==> config.mk <==
export PLATFORM = sky130hd
export DESIGN_NAME = irq_arbiter
export DESIGN_NICKNAME = d
export VERILOG_FILES = /design/src/rtl/irq_arb_pkg.sv /design/src/rtl/irq_pick.sv /design/src/rtl/irq_pend_next.sv /design/src/rtl/irq_encode.sv /design/src/rtl/irq_arbiter.sv
export SDC_FILE = /design/constraint.sdc
export NUM_CORES = 1
export LEC_CHECK = 0
export ABC_AREA = 1
export BUFFER_PORTS_ARGS = -buffer_cell sky130_fd_sc_hd__buf_4
export CORE_MARGIN = 2
export CORE_UTILIZATION = 30
export DETAILED_ROUTE_END_ITERATION = 7
export PLACE_DENSITY = 0.75
export SETUP_SLACK_MARGIN = 0.5
export SYNTH_ARGS = -nofsm -noshare
export SYNTH_HDL_FRONTEND = slang
export SYNTH_SLANG_ARGS = --single-unit
==> constraint.sdc <==
create_clock -name clk -period 1.95 [get_ports clk]
set_input_delay 0.39 -clock clk [delete_from_list [all_inputs] [get_ports clk]]
set_output_delay 0.39 -clock clk [all_outputs]
set_load 0.005 [all_outputs]
==> src/rtl/irq_arb_pkg.sv <==
package irq_arb_pkg;

    typedef enum logic [1:0] {
        SRC_NONE = 2'd0,
        SRC_FPE  = 2'd1,
        SRC_EXT  = 2'd2,
        SRC_DEC  = 2'd3
    } src_e;

    localparam int unsigned VEC_FPE_OFS = 32'h700;
    localparam int unsigned VEC_EXT_OFS = 32'h500;
    localparam int unsigned VEC_DEC_OFS = 32'h900;

endpackage

==> src/rtl/irq_pick.sv <==
module irq_pick
    import irq_arb_pkg::*;
#(
    parameter int unsigned FP_MODE_W = 2
) (
    input  logic [FP_MODE_W-1:0] fp_mode,
    input  logic                 fp_sum,
    input  logic                 ext_en,
    input  logic                 ext_pend,
    input  logic                 dec_pend,
    output src_e                 src
);
    logic fp_hit;

    assign fp_hit = (|fp_mode) && fp_sum;

    always_comb begin
        if (fp_hit) begin
            src = SRC_FPE;
        end else if (ext_en && ext_pend) begin
            src = SRC_EXT;
        end else if (ext_en && dec_pend) begin
            src = SRC_DEC;
        end else begin
            src = SRC_NONE;
        end
    end
endmodule

==> src/rtl/irq_pend_next.sv <==
module irq_pend_next (
    input  logic ext_lvl,
    input  logic dec_pulse,
    input  logic dec_pend_q,
    input  logic dec_taken,
    output logic ext_pend_d,
    output logic dec_pend_d
);
    // The external flag mirrors the line; the decrementer flag is sticky,
    // and a fresh pulse wins over the clear caused by its own delivery.
    always_comb begin
        ext_pend_d = ext_lvl;
        dec_pend_d = dec_pulse || (dec_pend_q && !dec_taken);
    end
endmodule

==> src/rtl/irq_encode.sv <==
module irq_encode
    import irq_arb_pkg::*;
#(
    parameter int unsigned VEC_W     = 12,
    parameter int unsigned CAUSE_W   = 32,
    parameter int unsigned FPE_BIT   = 20,
    parameter int unsigned NEXT_BIT  = 17
) (
    input  src_e               src,
    output logic [VEC_W-1:0]   vec,
    output logic [CAUSE_W-1:0] cause
);
    logic [CAUSE_W-1:0] fpe_cause;

    for (genvar b = 0; b < CAUSE_W; b++) begin : g_cause
        assign fpe_cause[b] = (b == FPE_BIT) || (b == NEXT_BIT);
    end

    always_comb begin
        vec   = '0;
        cause = '0;
        unique case (src)
            SRC_FPE: begin
                vec   = VEC_W'(VEC_FPE_OFS);
                cause = fpe_cause;
            end
            SRC_EXT: vec = VEC_W'(VEC_EXT_OFS);
            SRC_DEC: vec = VEC_W'(VEC_DEC_OFS);
            default: ;
        endcase
    end
endmodule

==> src/rtl/irq_arbiter.sv <==
module irq_arbiter
    import irq_arb_pkg::*;
#(
    parameter int unsigned FP_MODE_W = 2,
    parameter int unsigned VEC_W     = 12,
    parameter int unsigned CAUSE_W   = 32,
    parameter int unsigned FPE_BIT   = 20,
    parameter int unsigned NEXT_BIT  = 17
) (
    input  logic                 clk,
    input  logic                 rst_n,
    input  logic                 ext_irq_i,
    input  logic                 dec_pulse_i,
    input  logic                 ext_en_i,
    input  logic [FP_MODE_W-1:0] fp_mode_i,
    input  logic                 fp_sum_i,
    input  logic                 take_ack_i,
    output logic                 take_req_o,
    output logic [VEC_W-1:0]     take_vec_o,
    output logic [CAUSE_W-1:0]   take_cause_o
);
    typedef struct packed {
        logic               ext_pend;
        logic               dec_pend;
        logic               busy;
        logic               req;
        logic [VEC_W-1:0]   vec;
        logic [CAUSE_W-1:0] cause;
    } arb_state_t;

    arb_state_t st_d, st_q;

    src_e               src;
    logic               issue;
    logic               dec_taken;
    logic               ext_pend_nx;
    logic               dec_pend_nx;
    logic [VEC_W-1:0]   enc_vec;
    logic [CAUSE_W-1:0] enc_cause;

    irq_pick #(.FP_MODE_W(FP_MODE_W)) u_pick (
        .fp_mode  (fp_mode_i),
        .fp_sum   (fp_sum_i),
        .ext_en   (ext_en_i),
        .ext_pend (st_q.ext_pend),
        .dec_pend (st_q.dec_pend),
        .src      (src)
    );

    irq_encode #(
        .VEC_W    (VEC_W),
        .CAUSE_W  (CAUSE_W),
        .FPE_BIT  (FPE_BIT),
        .NEXT_BIT (NEXT_BIT)
    ) u_enc (
        .src   (src),
        .vec   (enc_vec),
        .cause (enc_cause)
    );

    irq_pend_next u_pend (
        .ext_lvl    (ext_irq_i),
        .dec_pulse  (dec_pulse_i),
        .dec_pend_q (st_q.dec_pend),
        .dec_taken  (dec_taken),
        .ext_pend_d (ext_pend_nx),
        .dec_pend_d (dec_pend_nx)
    );

    always_comb begin
        issue     = !st_q.busy && (src != SRC_NONE);
        dec_taken = issue && (src == SRC_DEC);

        st_d          = st_q;
        st_d.ext_pend = ext_pend_nx;
        st_d.dec_pend = dec_pend_nx;
        st_d.busy     = st_q.busy ? !take_ack_i : issue;
        st_d.req      = issue;
        st_d.vec      = issue ? enc_vec : '0;
        st_d.cause    = issue ? enc_cause : '0;
    end

    always_ff @(posedge clk or negedge rst_n) begin
        if (!rst_n) begin
            st_q <= '0;
        end else begin
            st_q <= st_d;
        end
    end

    assign take_req_o   = st_q.req;
    assign take_vec_o   = st_q.vec;
    assign take_cause_o = st_q.cause;
endmodule

=== Word-level counts from Yosys, hierarchy flattened ===
Cells that the tools add are included.

* Flip-flop bits (word level): 48
* Output and inout bits: 45

* Eq/ne operators: 3
* Muxes and demuxes: 8
* Reduce and logical (&&, ||, !) cells: 12

{| class="wikitable"
|+ Operator list
! operator !! count
|-
| $pmux W12 S3 || 1
|-
| $mux W32 || 1
|-
| $mux W21 || 1
|-
| $mux W12 || 1
|-
| $logic_and A1 B1 Y1 || 6
|-
| $mux W2 || 3
|-
| $eq A2 B2 Y1 const B || 2
|-
| $logic_not A1 Y1 || 3
|-
| $eq A2 B1 Y1 const B || 1
|-
| $reduce_bool A2 Y1 || 1
|-
| $reduce_or A2 Y1 || 1
|-
| $logic_or A1 B1 Y1 || 1
|-
| $mux W1 || 1
|}

=== Depth between registers and ports, before layout ===
* Depth in word-level cells: 10
* Depth in mapped cells: 8

=== Cells and area by module ===
Synthesis repeated with hierarchy kept, for this count alone.

* Cell total of the unflattened synthesis: 256
* Area total of the unflattened synthesis: 2,484.9 µm²

{| class="wikitable"
|+ By module, submodules not included
! module !! instances !! cells each !! area an instance (µm²) !! sequential area each (µm²)
|-
| irq_arbiter || 1 || 196 || 2,073.2 || 1,201.2
|-
| irq_encode || 1 || 47 || 352.8 || 0.0
|-
| irq_pick || 1 || 8 || 36.3 || 0.0
|-
| irq_pend_next || 1 || 5 || 22.5 || 0.0
|}

=== Worst setup path after synthesis ===
OpenSTA, ideal clock, no wires.

* Path kind: input to register
* Start point: in fp_mode_i[1]
* End point: reg st_q[46] (netlist name)
* Data arrival time: 1.113 ns
* Setup slack: 0.721 ns
* Stages on the path: 7
* Buffers on the path: 0
* Cell sequence: o21ai_1 -> nand2_1 -> ha_1 -> nor2_4 -> nand2_2 -> nand2_1 -> nand2_1

* Word-level cells in the longest chain between the ends: 9
* Elaborated cells on any way between the ends: 10

{| class="wikitable"
|+ RTL lines
! item !! line !! source
|-
| start, declared || irq_arbiter.sv:15 || <nowiki>input logic [FP_MODE_W-1:0] fp_mode_i,</nowiki>
|-
| $reduce_or A2 Y1 || irq_pick.sv:15 || <nowiki>assign fp_hit = (|fp_mode) && fp_sum;</nowiki>
|-
| $logic_and A1 B1 Y1 || irq_pick.sv:15 ||
|-
| $mux W2 || irq_pick.sv:18 || <nowiki>if (fp_hit) begin</nowiki>
|-
| $reduce_bool A2 Y1 || irq_arbiter.sv:71 || <nowiki>issue = !st_q.busy && (src != SRC_NONE);</nowiki>
|-
| $logic_and A1 B1 Y1 || irq_arbiter.sv:71 ||
|-
| net issue || irq_arbiter.sv:34 || <nowiki>logic issue;</nowiki>
|-
| $logic_and A1 B1 Y1 || irq_arbiter.sv:72 || <nowiki>dec_taken = issue && (src == SRC_DEC);</nowiki>
|-
| $logic_not A1 Y1 || irq_pend_next.sv:13 || <nowiki>dec_pend_d = dec_pulse || (dec_pend_q && !dec_taken);</nowiki>
|-
| $logic_and A1 B1 Y1 || irq_pend_next.sv:13 ||
|-
| $logic_or A1 B1 Y1 || irq_pend_next.sv:13 ||
|-
| net dec_pend_nx || irq_arbiter.sv:37 || <nowiki>logic dec_pend_nx;</nowiki>
|-
| end signal, assigned || irq_arbiter.sv:87 || <nowiki>st_q <= st_d;</nowiki>
|-
| end, declared || irq_arbiter.sv:31 || <nowiki>arb_state_t st_d, st_q;</nowiki>
|}

The timed path passes the listed nets, and every way through them passes these cells.

=== Worst setup path after layout ===
* Start point: reg st_q[46] (netlist name)
* End point: reg st_q[46] (netlist name)

* Word-level cells in the longest chain between the ends: 10
* Elaborated cells on any way between the ends: 11

{| class="wikitable"
|+ RTL lines
! item !! line !! source
|-
| $logic_and A1 B1 Y1 || irq_pick.sv:22 || <nowiki>end else if (ext_en && dec_pend) begin</nowiki>
|-
| $mux W2 || irq_pick.sv:22 ||
|-
| $mux W2 || irq_pick.sv:20 || <nowiki>end else if (ext_en && ext_pend) begin</nowiki>
|-
| $mux W2 || irq_pick.sv:18 ||
|-
| $reduce_bool A2 Y1 || irq_arbiter.sv:71 ||
|-
| $logic_and A1 B1 Y1 || irq_arbiter.sv:71 ||
|-
| net issue || irq_arbiter.sv:34 ||
|-
| $logic_and A1 B1 Y1 || irq_arbiter.sv:72 ||
|-
| $logic_not A1 Y1 || irq_pend_next.sv:13 ||
|-
| $logic_and A1 B1 Y1 || irq_pend_next.sv:13 ||
|-
| $logic_or A1 B1 Y1 || irq_pend_next.sv:13 ||
|-
| net dec_pend_nx || irq_arbiter.sv:37 ||
|}

The timed path passes the listed nets, and every way through them passes these cells.

==> metrics.txt <==
status=finished clean; Cell Area, Placed=624 um2; postcts setup bufs=0; vias=369; H-tree depth reported by CTS=1; Post-Syn Area per Cell=8.35 um2; Die ar.=2620 um2; DRC violations left=0; TritonCTS Buffers=3; CTS root buffer=clkbuf_4; register area=200 um2; Area contributors post-synth=buf_4 (49%), dfrtp_1 (30%), nor2_1 (4.5%); total global routing overflow=0; Die Span Y=between 50 and 60 um; initial antenna violation count=0; critical path class=reg -> reg; Ys Warns=0; I/O pins=54; antenna cells=0; Cell Chain, Critical Path=o21ai_0 -> inv_1 -> nand2_1 -> ha_1 -> nor2_4 -> nand2_2 -> nand2_1 -> nand2_1; fraction of layout cells with a size suffix above 1=22.8%; cell taking the most area after synthesis=buf_4; most frequent cells in the layout=conb_1 (38), buf_4 (15), nor2_1 (8), dfrtp_1 (8), inv_1 (6); clk sink count=8; global-route wire length before repair=1090 um; post-route cell area=657 um2; Critical Path AT=1.41 ns; First-pass DRT Iterations=3; Setup TNS=0 ns; WL final=between 700 and 800 um; HP Class=in -> reg; Crit-path slowest cell=dfrtp_1; fin nets=105; DRT iter0 DRCs=5; CTS tree=built; top cell type's share of synthesized area=49.4%; vias in the first global route=between 300 and 400; Final Cycle Share=approximately two thirds; minimum clock period=1.26 ns; CTS clock-pin slew for the worst setup and hold paths=0.05 ns; Hold WS=0.243 ns; area grow syn2layout=-1.69%; worst-path fanout max=3; Syn Std Cell Area=668 um2; Unique masters post-synth=12; synthesized instance count=80; final setup vio count=0; pins over their slew limit=0; Final Hold Fails=0; Hold-fix buffers, CTS=1; CTS resizes=0; DP Worst Slack=about 0.5 ns; antenna viol nets, final=0; Layout fillers=220; Final Wtd Congestion=about 0.75; Synth Register Bits=8; RSZ-0062 raised after global routing=false; post-DP HPWL=654 um; site row count=17; crit end category=flip-flop; max-cap violation count=0; Max Fclk=791 MHz; Clk Latency, worst-skew pair=approximately 0.25 ns; sequential cell area fraction in the yosys report=30.0%; commonest non-fill, non-tap cell in the layout=conb_1; Worst Path Required=2.10 ns; crit start category=flip-flop; Routed WL per cell=6.39 um; Multi-input gate area=250 um2; GRT Util Overall=6.17%; Initial Util=31.1%; largest net degree at the start of global routing=9; skew final=0.00126 ns; fin worst setup slack=about 0.69 ns; PortBufs=15; Die X=51.2 um; crit-path max cell delay=around 0.36 ns; vias per cell=3.08; Pwr Density=682 nW/um2; Max clock buf depth=2; Lkg Pwr=0.408 nW; CORE AREA=around 2100 um2; crit-path most repeated cell=nand2_1; VDD IR-drop max=0.317 mV
==> cells by family (layout without fill, tap and decap cells) <==
| group | after synthesis | after routing | synth area share (%) |
|---|---|---|---|
| buf+inv | 51 | 26 | 53.4 |
| simple gates | 14 | 14 | 9.36 |
| flops | 8 | 8 | 30.0 |
| compound gates | 4 | 4 | 3.00 |
| fa+ha+maj | 2 | 2 | 3.74 |
| other cells | 1 | 38 | 0.561 |
==> report_power, final <==
| part | internal (W) | total (W) | switching (W) |
|---|---|---|---|
| registers | 0.000192 | 0.000209 | 0.0000166 |
| clock network | 0.0000702 | 0.000123 | 0.0000531 |
| logic | 0.0000557 | 0.000116 | 0.0000601 |
| total | 0.000318 | 0.000448 | 0.000130 |
==> final cells by class <==
cell class	instances	share of cell area [%]
clock buffer	3	3.43
inverter	7	4.00
sequential	8	30.5
tap	28	5.33
timing repair buffer	16	18.7
multi-input combinational	58	38.1
==> state kept, by name, indices dropped and copies added (netlist names) <==
name        flops
take_vec_o      4
st_q            3
take_req_o      1
==> final timing paths <==
kind,slack [ns],to,start,depth (start not counted)
setup / recovery,0.69,st_q[46],st_q[46],8
hold / removal,0.24,st_q[47],ext_irq_i,1
setup reg to reg,0.69,st_q[46],st_q[46],8
hold reg to reg,0.51,st_q[46],st_q[46],2
max in group asynchronous,1.34,take_vec_o[10],rst_n,2
min in group asynchronous,0.49,take_req_o,rst_n,2
==> per-stage QoR <==
stage | utilization [%] | power, W | std cells
2_1_floorplan | - | 0.000346 | 117
3_3_place_gp | 29.1 | 0.000322 | 116
3_5_place_dp | 29.1 | 0.000325 | 116
4_1_cts | 30.6 | 0.000452 | 120
5_1_grt | 30.6 | 0.000481 | 120
6_report | 30.6 | 0.000448 | 120
==> routing by layer <==
| metal | GRT usage (%) | vias to the layer above | wire (um) | share of wire [%] |
|---|---|---|---|---|
| li1 | - | 181 | - | - |
| met1 | 5.61 | 157 | 261 | 34 |
| met2 | 9.74 | 29 | 371 | 48 |
| met3 | 4.39 | 2 | 124 | 16 |
| met4 | 4.05 | 0 | 9 | 1.2 |
| met5 | 0 | - | 0 | 0 |
==> critical path, delay by kind of cell (launching register included) <==
family          cells  cell delay [ns]
simple gates        5             0.37
flops               1             0.36
fa+ha+maj           1             0.22
compound gates      1             0.13
buf+inv             1             0.07
==> synthesized netlist by cell type <==
cell,number
inv_1,6
nand2_1,4
dfrtp_1,8
buf_4,44
ha_1,2
nand2_2,1
o21ai_0,2
nor2_4,1
o21ai_1,2
nor2_1,8
conb_1,1
inv_2,1
No activity file was read; power rests on OpenSTA's default activity.
